$ cat src/rtl/warp_seq_pkg.sv
package warp_seq_pkg;
  localparam int unsigned LANES_DEF     = 8;
  localparam int unsigned WARP_SIZE_DEF = 32;
  localparam int unsigned NUM_WARPS_DEF = 24;

  function automatic int unsigned wrap_next(input int unsigned cur, input int unsigned count);
    return (cur + 1 >= count) ? 0 : cur + 1;
  endfunction
endpackage

$ cat src/rtl/warp_rr_pick.sv
module warp_rr_pick #(
  parameter int unsigned N = 24,
  parameter int unsigned W = 5
) (
  input  logic [N-1:0] req,
  input  logic [W-1:0] start,
  output logic         found,
  output logic [W-1:0] pick
);
  always_comb begin
    logic [W:0]   sum;
    logic [W-1:0] cand;
    found = 1'b0;
    pick  = '0;
    for (int off = 0; off < int'(N); off++) begin
      sum = {1'b0, start} + (W+1)'(off);
      if (sum >= (W+1)'(N)) sum = sum - (W+1)'(N);
      cand = sum[W-1:0];
      if (!found && req[cand]) begin
        found = 1'b1;
        pick  = cand;
      end
    end
  end
endmodule

$ cat src/rtl/warp_lane_map.sv
module warp_lane_map #(
  parameter int unsigned LANES     = 8,
  parameter int unsigned WARP_SIZE = 32
) (
  input  logic [WARP_SIZE-1:0]                  mask,
  input  logic [$clog2(WARP_SIZE/LANES)-1:0]    beat,
  output logic [LANES-1:0]                      en
);
  localparam int unsigned LB = $clog2(LANES);

  for (genvar j = 0; j < int'(LANES); j++) begin : g_lane
    assign en[j] = mask[{beat, LB'(j)}];
  end
endmodule

$ cat src/rtl/warp_issue_seq.sv
module warp_issue_seq
  import warp_seq_pkg::*;
#(
  parameter int unsigned NUM_WARPS = NUM_WARPS_DEF,
  parameter int unsigned LANES     = LANES_DEF,
  parameter int unsigned WARP_SIZE = WARP_SIZE_DEF,
  localparam int unsigned WID_W    = $clog2(NUM_WARPS),
  localparam int unsigned BEATS    = WARP_SIZE / LANES,
  localparam int unsigned BEAT_W   = $clog2(BEATS),
  localparam int unsigned TID_W    = $clog2(WARP_SIZE)
) (
  input  logic                       clk,
  input  logic                       rst,
  input  logic [NUM_WARPS-1:0]       warp_ready,
  input  logic [NUM_WARPS*WARP_SIZE-1:0] warp_mask,
  output logic                       issue_valid,
  output logic [WID_W-1:0]           issue_warp,
  output logic [BEAT_W-1:0]          issue_beat,
  output logic [LANES-1:0]           lane_en,
  output logic [LANES*TID_W-1:0]     thread_idx
);
  localparam int unsigned LB = $clog2(LANES);

  logic [WARP_SIZE-1:0] mask_q, mask_d;
  logic [WID_W-1:0]     ptr_q, ptr_d;
  logic                 valid_d;
  logic [WID_W-1:0]     warp_d;
  logic [BEAT_W-1:0]    beat_d;
  logic [LANES-1:0]     en_d;
  logic                 found;
  logic [WID_W-1:0]     pick;
  logic                 boundary;

  warp_rr_pick #(.N(NUM_WARPS), .W(WID_W)) i_pick (
    .req   (warp_ready),
    .start (ptr_q),
    .found (found),
    .pick  (pick)
  );

  assign boundary = !issue_valid || (issue_beat == BEAT_W'(BEATS-1));

  always_comb begin
    valid_d = issue_valid;
    warp_d  = issue_warp;
    beat_d  = issue_beat + BEAT_W'(1);
    mask_d  = mask_q;
    ptr_d   = ptr_q;
    if (boundary) begin
      beat_d = '0;
      if (found) begin
        valid_d = 1'b1;
        warp_d  = pick;
        mask_d  = warp_mask[int'(pick)*WARP_SIZE +: WARP_SIZE];
        ptr_d   = WID_W'(wrap_next(int'(pick), NUM_WARPS));
      end else begin
        valid_d = 1'b0;
        warp_d  = '0;
        mask_d  = '0;
      end
    end
  end

  warp_lane_map #(.LANES(LANES), .WARP_SIZE(WARP_SIZE)) i_map (
    .mask (mask_d),
    .beat (beat_d),
    .en   (en_d)
  );

  always_ff @(posedge clk) begin
    if (rst) begin
      issue_valid <= 1'b0;
      issue_warp  <= '0;
      issue_beat  <= '0;
      lane_en     <= '0;
      mask_q      <= '0;
      ptr_q       <= '0;
    end else begin
      issue_valid <= valid_d;
      issue_warp  <= warp_d;
      issue_beat  <= beat_d;
      lane_en     <= valid_d ? en_d : '0;
      mask_q      <= mask_d;
      ptr_q       <= ptr_d;
    end
  end

  for (genvar j = 0; j < int'(LANES); j++) begin : g_tid
    assign thread_idx[j*TID_W +: TID_W] = {issue_beat, LB'(j)};
  end
endmodule

$ cat config.mk
export PLATFORM = sky130hd
export DESIGN_NAME = warp_issue_seq
export DESIGN_NICKNAME = d
export VERILOG_FILES = /design/src/rtl/warp_seq_pkg.sv /design/src/rtl/warp_rr_pick.sv /design/src/rtl/warp_lane_map.sv /design/src/rtl/warp_issue_seq.sv
export SDC_FILE = /design/constraint.sdc
export NUM_CORES = 1
export LEC_CHECK = 0
export BUFFER_PORTS_ARGS = -buffer_cell sky130_fd_sc_hd__buf_4
export CAP_MARGIN = 20
export CORE_AREA = 3 3 326 328
export DETAILED_ROUTE_END_ITERATION = 7
export DIE_AREA = 0 0 329 331
export GPL_TIMING_DRIVEN = 0
export PLACE_DENSITY = 0.39
export SLEW_MARGIN = 15
export SYNTH_ARGS = -nofsm -noshare
export SYNTH_HDL_FRONTEND = slang
export SYNTH_SLANG_ARGS = --single-unit
$ cat constraint.sdc
create_clock -name clk -period 8.9 [get_ports clk]
set_input_delay 0 -clock clk [delete_from_list [all_inputs] [get_ports clk]]
set_output_delay 0 -clock clk [all_outputs]
set_load 0.05 [all_outputs]
==> run summary, run 1 <==
Port buffer count = 824
WP data arrival = 8840 ps
Mapped Cells = 2061
Unique masters post-synth = 104
Final count of hold timing violations = 0
Root Driver = clkbuf_16
Core box area = 103000 um2
Initial core utilization = 15.6%
Worst r2r src = ptr_q[1]
Clock Skews = 10.2 ps
WHS = 247 ps
Clk sink count = 53
Grt ovf = 0
Slew @ Worst Pin = 1190 ps
WP depth = 24
Status = finished, final reports clean
Post-Syn Area per Cell = 7.82 um2
Final min period = 8650 ps
Hold_buf cts = 0
Rows = 118
Pin count of the biggest net entering global routing = 19
Power Density = 468 nW/um2
Sequential share of the synthesized area = 6.59%
Layout Nets = 3745
Max Fclk = 116 MHz
Number of synthesized flops with an enable pin = 0
Delay of the slowest critical-path stage = 670 ps
Final slew viol count = 0
Worst path slowest cell = mux2i_1
Total GRT Usage = 26.4%
Maxcap violations = 0
Share of post-route cells with drive strength above 1 = 38.4%
Detailed Route WL = 153 mm
Mapped cell area = 16100 um2
Reg2reg end = lane_en[0]
First-pass GRT wire length = 193 mm
Lkg Pwr = 0.0104 uW
Startpoint types = flip-flop
Post-synthesis simple-gate area fraction = 17.3%
Total CTS buffers = 5
Setup CP Type = flip-flop to flip-flop
Worst-path clk slew = 80 ps
Worst-path cell chain = clkbuf_2, buf_4, buf_2, inv_1, ha_1, buf_6, mux2_4, mux4_2, a31o_1, a221o_1, a221oi_4, nand3_2, or3_1, clkbuf_1, or3_1, o221ai_1, nand2_1, inv_2, buf_4, mux2i_1, o22ai_1, a2111oi_4, o21ai_1, o21ai_1
Worst EP required = 9090 ps
FILL cells = 11700
Critical Path Source = ptr_q[1]
Rel. slew slack = 20.7%
Vias per cell = 5.00
H-tree depth = 2
Final worst path period share = 97.2%
CTS tree = built
Reg-to-reg slack, setup = 250 ps
Multiplexer area fraction after synthesis = 41.0%
Crit path to = lane_en[0]
Setup TNS = 0 ps
Post-synthesis compound-gate area fraction = 22.8%
Crit path capture type = flip-flop
Yosys warns = 0
Hold Path Class = input pin to flip-flop
Post-Synth XOR/XNOR Area = 1.90%
Top delay family on crit path = compound AO/OA/AOI/OAI gates
Buf/Inv on CP = 8
Final setup viols = 0
Vias in the first global route = 20600
Total iterations of the first detailed-routing run = 5
Synth-to-Final Area Change = 52.7%
Initial DRC count = 2272
Post-synth ARST share = 0%
Initial antenna violation count = 107
Routed len/inst = 35.1 um
Clk buf depth = 2
Adder-Cell Fraction of Synth Area = 2.10%
DRT antenna net count = 0
RD Place Congestion = 0.968
Largest family of logic cells by synthesized area = multiplexers
Vias = 21800
Io pins = 850
Worst R2R Path Depth = 24
Die span in x = 329 um
DP Wirelength = 135 mm
Post-route DRC = 0
Synth Flop Type = dfxtp_1
Worst VDD drop = 0.000210 V
Worst-skew pair later-pin latency = 310 ps
Full die area = 109000 um2
Vert. Die Dim = 331 um
Worst Path Max Fanout = 10
RSZ-0062 raised after global routing = false
Synthesized flop and latch total = 53
[cell families (layout without fill, tap and decap cells)]
| kind of cell | Yosys count | count (layout) |
|---|---|---|
| compound gates | 525 | 525 |
| mux | 608 | 608 |
| flops | 53 | 53 |
| simple gates | 577 | 577 |
| xor+xnor | 34 | 34 |
| fa+ha+maj | 27 | 27 |
| buf+inv | 235 | 1077 |
| other cells | 2 | 75 |
[area by class of cell]
type | instances | area [um2] | share of cell area, %
multi-input combinational | 1795 | 13900 | 56.6
timing repair buffer | 834 | 6260 | 25.4
tap | 1380 | 1730 | 7.02
buffer | 210 | 1250 | 5.10
sequential | 53 | 1060 | 4.32
antenna | 51 | 128 | 0.519
clock buffer | 5 | 125 | 0.509
inverter | 25 | 93.8 | 0.381
clock inverter | 3 | 26.3 | 0.107
[worst reg2reg max path, stage by stage, from the launching register on]
cell and delay (ps):
dfxtp_2 490, clkbuf_2 280, buf_4 290, buf_2 340
inv_1 280, ha_1 480, buf_6 200, mux2_4 320
mux4_2 530, a31o_1 200, a221o_1 390, a221oi_4 530
nand3_2 260, or3_1 400, clkbuf_1 180, or3_1 370
o221ai_1 190, nand2_1 260, inv_2 140, buf_4 360
mux2i_1 680, o22ai_1 320, a2111oi_4 500, o21ai_1 200
o21ai_1 350
[layer usage]
metal	GRT usage, %	vias up	share of wire [%]
li1	-	9581	-
met1	32.0	10800	39
met2	44.2	1193	48
met3	7.15	233	8.2
met4	10.8	26	4.5
met5	0	-	0.11
[cells in the mapped netlist (all sizes together), types with 6 or more instances]
cell type  instances  area, um2
mux2i            491       4910
nand2            250        938
buf              138        971
a21oi            130        654
o21ai             85        440
mux2              84        950
nor2              81        304
clkbuf            72        270
nand3             62        320
o211ai            55        413
dfxtp             53       1060
nor3              40        210
mux4              33        743
xnor2             32        280
a2111oi           28        265
a22oi             28        210
ha                27        338
inv               25       93.8
nor2b             23        144
and2              17        106
o22ai             17        106
a21boi            16        120
a31oi             16        115
or3               16        105
and3              15       93.8
nand2b            15       93.8
nand4             12       90.1
o31ai             12       90.1
a21o              11       82.6
o32a              11        110
a211oi            10       75.1
a221oi            10        105
or2               10       62.6
nor4               9       83.8
a32oi              8       70.1
o2111ai            7       61.3
o311ai             7       61.3
a2bb2oi            6       52.6
nand3b             6       48.8
o21a               6       45.0
[cells in the final DEF, fill, tap and decap left out, types with 42 or more instances in the layout]
cell type / count
a21oi_1: 128
buf_2: 42
buf_4: 901
clkbuf_1: 67
dfxtp_1: 51
diode_2: 51
mux2_2: 47
mux2i_1: 483
nand2_1: 249
nand3_1: 60
nor2_1: 79
o211ai_1: 55
o21ai_0: 58
[through the flow]
step,setup slack (ps),area [um2],util (%),instances,power (uW)
global placement,-2630,24100,23.3,4287,11100
global route,4.76,24500,23.7,4335,11900
floorplan,2450,16200,-,2083,6840
CTS,14.4,24400,23.6,4304,11400
detailed placement,-1640,24200,23.4,4296,11100
finish,250,24600,23.8,4356,11500
[power by group]
group / switching (uW) / internal, uW
clock network: 108 / 107
registers: 51.0 / 318
logic: 7130 / 3810
total: 7280 / 4230
[sequential cells by signal (all words and copies together), names as in the netlist]
signal and count:
lane_en 8, issue_valid 1, issue_beat 2, issue_warp 5, mask_q 32, ptr_q 5
[timing repair]
action	4_1_cts	5_1_grt
pin swaps	0	1
endpoints found under the setup margin	47	42
setup buffers	0	1
gates resized for setup	24	16
[worst min-delay path by stage]
stage,from,endpoint,slack (ps),cells past startpoint
2_1_floorplan,rst,issue_warp[2],330,2
3_3_place_gp,mask_q[16],mask_q[16],440,2
3_5_place_dp,mask_q[31],mask_q[31],450,2
4_1_cts,warp_mask[531],mask_q[19],230,5
5_1_grt,warp_mask[540],mask_q[28],270,5
6_report,warp_mask[596],mask_q[20],250,5
No activity file was read; power rests on OpenSTA's default activity.
==> run 2, diff against run 1 <==
Settings changed: CORE_AREA 3 3 326 328 to 3 3 327 329, DIE_AREA 0 0 329 331 to 0 0 330 332, SYNTH_HIERARCHICAL set to 1.
==> run 2 against run 1 <==
  * Worst hold slack worse by 91 ps
  * Sequential share of layout area down 0.081 points
  * Clock skew up 0.77 ps
  * Register-to-register slack worse by 20 ps
  * Die area up 0.61%
  * Final area up 2.3%
  * Clock-buffer cell count unchanged
  * Critical path depth up 5
  * Utilization up 0.47 points
  * Non-clock buffer count up 1
  * Via count down 4.2%
  * Sequential cell count unchanged
==> run summary, run 2 <==
Status = finished, final reports clean
Delay of the slowest critical-path stage = 560 ps (-110 ps)
Util after Layout = 24.2% (+0.47 points)
Largest regs = mask_q: 32 flops, lane_en: 8 flops
Yosys top cell by area = mux2i_1
Largest family of logic cells by synthesized area = multiplexers
Total iterations of the first detailed-routing run = 8 (+3)
Synth Flop Type = dfxtp_1
Worst path slowest cell = mux4_2
Detailed Route WL = 147 mm (-3.7%)
First-pass GRT wire length = 190 mm (-1.5%)
Buf/Inv on CP = 11 (+3)
Worst-skew pair later-pin latency = 330 ps (+20 ps)
Largest reg by FF count = mask_q
Layout Nets = 3624 (-3.2%)
Setup CP Type = flip-flop to flip-flop
Initial core utilization = 15.6% (+0.057 points)
Area contributors post-synth = mux2i_1, mux4_2, dfxtp_1
Vias per cell = 4.97 (-0.59%)
RD Place Congestion = 1.01 (+4.1%)
Synth cell count leaders = mux2i_1, nand2_1, a21oi_1, nand3_1, mux2_2
Worst Path Max Fanout = 19 (+9)
Root Driver = clkbuf_16
Number of flip-flops under the largest register name = 32 (unchanged)
Final count of hold timing violations = 0 (unchanged)
CTS tree = built
Synth-to-Final Area Change = 55.2%
Synthesized flop and latch total = 53 (unchanged)
Share of post-route cells with drive strength above 1 = 47.1% (+8.7 points)
Final worst path period share = 97.4% (+0.22 points)
Vias = 20900 (-4.2%)
Final min period = 8670 ps (+19.7 ps)
Post-Synth XOR/XNOR Area = 2.18% (+0.29 points)
Clock Skews = 11.0 ps (+0.767 ps)
Core box area = 104000 um2 (+0.29%)
Mapped cell area = 16200 um2 (+0.65%)
Yosys warns = 6 (+6)
Clk sink count = 53 (unchanged)
Top delay family on crit path = buffers and inverters
Mapped Cells = 1939 (-5.9%)
Worst-path clk slew = 90 ps (about the same)
Grt ovf = 0 (unchanged)
Io pins = 850 (unchanged)
Post-Syn Area per Cell = 8.36 um2 (+7.0%)
Maxcap violations = 0 (unchanged)
Sequential share of the synthesized area = 6.54% (-0.043 points)
Adder-Cell Fraction of Synth Area = 2.01% (-0.091 points)
Clk buf depth = 2 (unchanged)
Crit path capture type = flip-flop
Post-route DRC = 0 (unchanged)
Vias in the first global route = 20500 (-0.43%)
Final setup viols = 0 (unchanged)
RSZ-0062 raised after global routing = false
Post-synth ARST share = 0% (unchanged)
Post-synthesis simple-gate area fraction = 21.6% (+4.3 points)
Rows = 118 (unchanged)
H-tree depth = 2 (unchanged)
Number of synthesized flops with an enable pin = 0 (unchanged)
Routed len/inst = 35.1 um (about the same)
Pin count of the biggest net entering global routing = 20 (+1)
Most common cell in the netlist = mux2i_1
Unique masters post-synth = 106 (+1.9%)
Post-synthesis compound-gate area fraction = 23.5% (+0.66 points)
Vert. Die Dim = 332 um (+0.30%)
Initial antenna violation count = 34 (-68%)
Startpoint types = flip-flop
Hold Path Class = input pin to flip-flop
Die span in x = 330 um (+0.30%)
DRT antenna net count = 0 (unchanged)
Max Fclk = 115 MHz (-0.23%)
Total GRT Usage = 25.5% (-0.92 points)
DP Wirelength = 128 mm (-5.4%)
Total CTS buffers = 5 (unchanged)
Most frequent cells in the layout = buf_4, mux2i_1, nand2_1, a21oi_1
Area share of the largest cell type after synthesis = 20.1% (-10 points)
Reg-to-reg slack, setup = 230 ps (-20 ps)
Commonest non-fill, non-tap cell in the layout = buf_4
Final slew viol count = 0 (unchanged)
Rel. slew slack = 28.2% (+7.5 points)
Multiplexer area fraction after synthesis = 36.0% (-5.1 points)
Port buffer count = 824 (unchanged)
Slew @ Worst Pin = 1080 ps (-113 ps)
WP data arrival = 8860 ps (+20 ps)
Full die area = 110000 um2 (+0.61%)
Worst EP required = 9090 ps (about the same)
Initial DRC count = 1881 (-17%)
Top cell by count, worst path = buf_6
==> run 2: cell types whose count changed after synthesis, moves of 33 or more <==
cell | previous run | this run
mux2i_1 | 491 | 325
nand2_1 | 250 | 146
a31oi_1 | 15 | 51
mux2_1 | 36 | 3
o211ai_1 | 55 | 11
nand4_1 | 11 | 66
mux4_2 | 33 | 75
a22oi_1 | 28 | 72
==> run 2: routing by layer <==
layer	wire [um]	vias to the layer above	global-route usage, %
li1	-	9308	-
met1	63500	10400	33.7
met2	70500	1047	43.5
met3	10800	117	5.40
met4	2260	10	3.35
met5	65	-	0
==> run 2: area by class of cell <==
cell class	count	area (um2)
inverters	22	91.3
diodes	11	27.5
multi-input cells	1677	14400
flip-flops and latches	53	1070
repair buffers	839	6300
clock buffers	5	125
fillers	11600	78600
well taps	1380	1730
clock inverters	3	65.1
plain buffers	206	1380
==> run 2: worst register-to-register path: cells and delay by family, from the launching register on <==
family / cells / cell delay (ps)
flip-flops: 1 / 480
adder cells (fa/ha/maj): 1 / 370
AND/OR/NAND/NOR: 8 / 2170
multiplexers: 4 / 1790
AO/OA/AOI/OAI: 5 / 970
buffers and inverters: 11 / 2760
==> run 2: timing repair <==
action,4_1_cts,5_1_grt
hold buffers,0,0
cloned,0,0
endpoints found under the hold margin,0,0
gates resized for setup,103,66
pin swaps,4,7
setup buffers,6,8
endpoints found under the setup margin,51,9
==> run 2: worst paths after layout <==
| path | from | endpoint | cells past startpoint |
|---|---|---|---|
| setup reg to reg | ptr_q[1] | lane_en[3] | 29 |
| setup / recovery | ptr_q[1] | lane_en[3] | 29 |
| hold reg to reg | issue_warp[1] | issue_warp[1] | 2 |
| hold / removal | warp_mask[413] | mask_q[29] | 5 |
==> run 2: per-stage QoR <==
step	TNS [ps]	hold slack [ps]	std cells	area [um2]	setup slack, ps
after floorplan	0	290	1961	16300	1720
after global placement	-125840	446	4165	24200	-3760
after detailed placement	-119730	451	4166	24200	-3660
after CTS	0	161	4178	24800	11.0
after global routing	0	187	4189	25100	13.0
final	0	156	4196	25200	230
==> run 2: logic make-up after synthesis <==
kind of cell,after synthesis
buffers and inverters,231
adders and majority gates,26
xor gates and xnor gates,35
and+or+nand+nor,623
other,2
DFF,53
muxes,479
AOI/OAI and AO/OA,490
Power of run 2 is left out: the tool's default activity adds up to more than one toggle a clock period on the data nets, which glitch-free logic cannot reach.
